`config.mk`:
```
export PLATFORM = sky130hd
export DESIGN_NAME = coh_window_decode
export DESIGN_NICKNAME = d
export VERILOG_FILES = /design/src/rtl/coh_window_decode.sv
export SDC_FILE = /design/constraint.sdc
export NUM_CORES = 1
export LEC_CHECK = 0
export CORE_MARGIN = 2
export CORE_UTILIZATION = 37
export CTS_BUF_LIST = sky130_fd_sc_hd__clkbuf_16
export DETAILED_ROUTE_END_ITERATION = 16
export GPL_TIMING_DRIVEN = 0
export PLACE_DENSITY = 0.73
export SYNTH_ARGS = -nofsm -noshare
export SYNTH_HDL_FRONTEND = slang
export SYNTH_SLANG_ARGS = --single-unit
export TNS_END_PERCENT = 10
```
`constraint.sdc`:
```
create_clock -name clk -period 1.7 [get_ports clk]
set_input_delay 0.255 -clock clk [delete_from_list [all_inputs] [get_ports clk]]
set_output_delay 0.255 -clock clk [all_outputs]
set_load 0.05 [all_outputs]
```
`src/rtl/coh_window_decode.sv`:
```
module coh_window_decode #(
  parameter int ADDR_W = 32,
  parameter int SIZE_W = 5
) (
  input  logic              clk,
  input  logic              rst_n,
  input  logic              reg_we,
  input  logic [1:0]        reg_sel,
  input  logic [31:0]       reg_wdata,
  output logic [31:0]       reg_rdata,
  input  logic              txn_valid,
  input  logic [ADDR_W-1:0] txn_addr,
  output logic              out_valid,
  output logic              coh_hit,
  output logic              coh_partial,
  output logic              cfg_err
);
  localparam int PW = ADDR_W - 12;

  logic [SIZE_W-1:0] size_q;
  logic [PW-1:0]     base_q;
  logic              part_q, en_q;
  logic [PW-1:0]     low_m;
  logic              misal, match;

  always_ff @(posedge clk or negedge rst_n) begin
    if (!rst_n) begin
      size_q <= '0;
      base_q <= '0;
      part_q <= 1'b0;
      en_q   <= 1'b0;
    end else if (reg_we) begin
      case (reg_sel)
        2'd0: size_q <= reg_wdata[SIZE_W-1:0];
        2'd1: base_q <= reg_wdata[PW-1:0];
        2'd2: part_q <= reg_wdata[0];
        default: en_q <= reg_wdata[0];
      endcase
    end
  end

  always_comb begin
    case (reg_sel)
      2'd0: reg_rdata = 32'(size_q);
      2'd1: reg_rdata = 32'(base_q);
      2'd2: reg_rdata = {31'd0, part_q};
      default: reg_rdata = {31'd0, en_q};
    endcase
  end

  always_comb begin
    for (int i = 0; i < PW; i++)
      low_m[i] = (i < int'(size_q));
  end

  assign misal = |(base_q & low_m);
  assign match = (((txn_addr[ADDR_W-1:12] ^ base_q) & ~low_m) == '0);

  always_ff @(posedge clk or negedge rst_n) begin
    if (!rst_n) begin
      out_valid   <= 1'b0;
      coh_hit     <= 1'b0;
      coh_partial <= 1'b0;
      cfg_err     <= 1'b0;
    end else begin
      out_valid   <= txn_valid;
      coh_hit     <= txn_valid & en_q & ~misal & match;
      coh_partial <= txn_valid & en_q & ~misal & match & part_q;
      cfg_err     <= misal;
    end
  end

  AST_HIT_NEEDS_EN: assert property (@(posedge clk) disable iff (!rst_n)
    coh_hit |-> $past(en_q));
  AST_HIT_NOT_ERR: assert property (@(posedge clk) disable iff (!rst_n)
    coh_hit |-> !cfg_err);
  AST_PART_IN_HIT: assert property (@(posedge clk) disable iff (!rst_n)
    coh_partial |-> coh_hit);
  AST_HIT_HAS_VALID: assert property (@(posedge clk) disable iff (!rst_n)
    coh_hit |-> out_valid);
  AST_VALID_ECHO: assert property (@(posedge clk) disable iff (!rst_n)
    txn_valid |=> out_valid);
endmodule

```
==> impl_metrics.json <==
{
  "clock_skew_ns": 0.00599,
  "worst_pin_slew_ns": 0.718,
  "yosysWarnings": 0,
  "grt_max_degree": 32,
  "status": "complete, but fails checks",
  "synth-edff-count": 0,
  "max-cap-violations": 0,
  "ir_worst_vdd_mv": 0.613,
  "rows": 27,
  "max_freq_mhz": 518,
  "avgSynthCellArea_um2": 10.2,
  "worstSetupEndpointType": "flip-flop",
  "fin_area_um2": 3150,
  "cpMaxStageDelayCell": "dfrtp_1",
  "initial_core_util_pct": 38.7,
  "viasPerCell": 5.27,
  "clk_pin_slew_ns": 0.05,
  "nets": 370,
  "antenna_found_initial": 0,
  "synth.area.top_cells": "dfrtp_1 36%, mux2_2 13%, xor2_1 4.9%, buf_4 4.5%, and2_1 4.3%",
  "r2r-start": "size_q[2]",
  "cts_hold_buf": 0,
  "routed_wl_mm": 6.30,
  "coreArea_um2": 5570,
  "final_max_slew_viol_count": 0,
  "dieHeight_um": 80.4,
  "min_period_over_period_pct": 113,
  "synth_ff_type": "dfrtp_1",
  "ctsHtreeMaxLevel": 2,
  "vias": 1966,
  "netlist_area_um2": 2160,
  "cts.sinks": 31,
  "critPathMaxFanout": 9,
  "critPathLaunchType": "flip-flop",
  "hpwlAfterDp_mm": 4.76,
  "grt_pass1_wl_mm": 10.1,
  "critical_path_class": "flip-flop to flip-flop",
  "synth_common_cells": "31 x dfrtp_1, 25 x mux2_2, 15 x and2_1, 13 x buf_4, 12 x xor2_1",
  "grt_usage_pct": 20.8,
  "io_buffer_count": 67,
  "fin_crit_ns": 1.93,
  "max_stage_delay_ns": 0.37,
  "relSlewSlack_pct": 52.1,
  "rsz0062_at_grt": "true",
  "seq_area_frac_synth_pct": 35.9,
  "worstPathRequired_ns": 1.88,
  "clk_path_buf_depth": 2,
  "nFillCells": 512,
  "crit_start": "size_q[2]",
  "power_leakage_nw": 1.33,
  "ys_types": 52,
  "die_x_um": 80.4,
  "worstPathCellList": "buf_6, nor4_4, o211ai_1, a221oi_2, nand4_2, nor4b_2",
  "area_growth_pct": 46.0,
  "setup_viol": 3,
  "firstDrtPassIters": 10,
  "routabilityCongestion": 0.911,
  "dpl_cell_area_um2": 2970,
  "insertion_delay_ns": 0.28,
  "drt_iter0_drc": 157,
  "synth_cells": 212,
  "powerDensity_nw_per_um2": 1020,
  "async_reset_ff_share_pct": 100,
  "hold_class": "input pin to async pin",
  "netlist.top_cell.by_area": "dfrtp_1",
  "cts_tree": "built",
  "drive_above_1_share_pct": 32.9,
  "wire_per_inst_um": 16.9,
  "cts_made_buffers": 5,
  "synthMostInstantiatedCell": "dfrtp_1",
  "setup_ws_ns": -0.229,
  "ant_nets": 0,
  "finalHoldViolations": 0,
  "violations": "setup timing",
  "antenna-diode-count": 0,
  "overflow": 0,
  "dieArea_um2": 6460,
  "synth-seq-cells": 31,
  "grt_pass1_vias": 1948,
  "cp_data_arrival_time_ns": 2.11,
  "clockRootBuffer": "clkbuf_16",
  "drcViolationCount": 0,
  "holdWs_ns": 0.0315,
  "pin_count": 106,
  "yosys.area.top_type_share_pct": 35.9
}
cell usage in the layout (no fill, tap or decap), types with 7 or more instances in the layout:
cell / netlist / routed
and2_1: 15 / 15
buf_4: 13 / 17
clkbuf_2: 0 / 8
clkbuf_4: 0 / 14
clkdlybuf4s50_1: 0 / 46
conb_1: 1 / 12
dfrtp_1: 31 / 30
mux2_2: 25 / 25
nand2_1: 10 / 10
nor2_1: 7 / 7
o21ai_0: 10 / 10
xnor2_1: 8 / 8
xor2_1: 12 / 12
per-layer routing:
metal / share of wire (%) / routed length (um) / global-route usage [%] / up-vias
met3: 6.9 / 437 / 4.94 / 13
met5: 0 / 0 / 0 / -
met2: 46 / 2910 / 32.5 / 76
met1: 45 / 2820 / 28.5 / 954
met4: 2.2 / 140 / 6.10 / 0
li1: - / - / - / 923
worst paths after layout:
path / to / cells past startpoint / slack, ns
setup / recovery: coh_partial / 6 / -0.23
hold / removal: base_q[19] / 1 / 0.03
setup reg to reg: coh_partial / 6 / -0.23
hold reg to reg: en_q / 1 / 0.54
max in group asynchronous: size_q[0] / 1 / 1.17
min in group clk: en_q / 3 / 0.43
cell families after synthesis:
group / synth area share (%)
compound gates: 16.8
flops: 35.9
other cells: 0.174
mux: 15.9
buf+inv: 9.79
simple gates: 13.3
xor+xnor: 8.11
layout make-up:
type | count | area (um^2) | share of cell area [%]
Sequential cell | 31 | 777 | 24.6
Clock inverter | 3 | 15.0 | 0.476
Tap cell | 72 | 90.1 | 2.86
Buffer | 28 | 221 | 7.02
Inverter | 6 | 22.5 | 0.714
Multi-Input combinational cell | 158 | 1270 | 40.2
Timing Repair Buffer | 70 | 633 | 20.1
Clock buffer | 5 | 125 | 3.97
per-stage QoR:
step	util [%]	total power [W]	setup slack, ns	std cells	TNS, ns
after global routing	56.6	0.00338	-0.352	373	-0.800
after global placement	53.3	0.00229	-0.872	362	-29.01
after floorplan	-	0.00188	-0.0615	223	-0.114
after CTS	55.7	0.00318	-0.195	372	-0.508
after detailed placement	53.2	0.00230	-0.856	362	-21.52
final	56.6	0.00321	-0.229	373	-0.500
sequential cells by signal, summed over array words and instances (netlist names):
| register | count |
|---|---|
| base_q | 20 |
| size_q | 5 |
| cfg_err | 1 |
| coh_hit | 1 |
| coh_partial | 1 |
| en_q | 1 |
| out_valid | 1 |
| part_q | 1 |
worst max-delay path, delay by kind of cell (launching register included):
kind | cells | cell delay, ns
compound gates | 2 | 0.51
buf+inv | 1 | 0.14
simple gates | 3 | 0.82
flops | 1 | 0.37
where the power goes:
group | internal [W] | switching (W) | leakage (nW)
logic | 0.000590 | 0.000714 | 0.899
registers | 0.000862 | 0.000192 | 0.368
clock network | 0.000531 | 0.000322 | 0.0649
total | 0.00198 | 0.00123 | 1.33
timing repair:
action,in CTS,in global routing
endpoints found under the setup margin,36,35
pin swaps,4,2
resized for setup,104,38
buffers inserted,2,1
No activity file was read; power rests on OpenSTA's default activity.
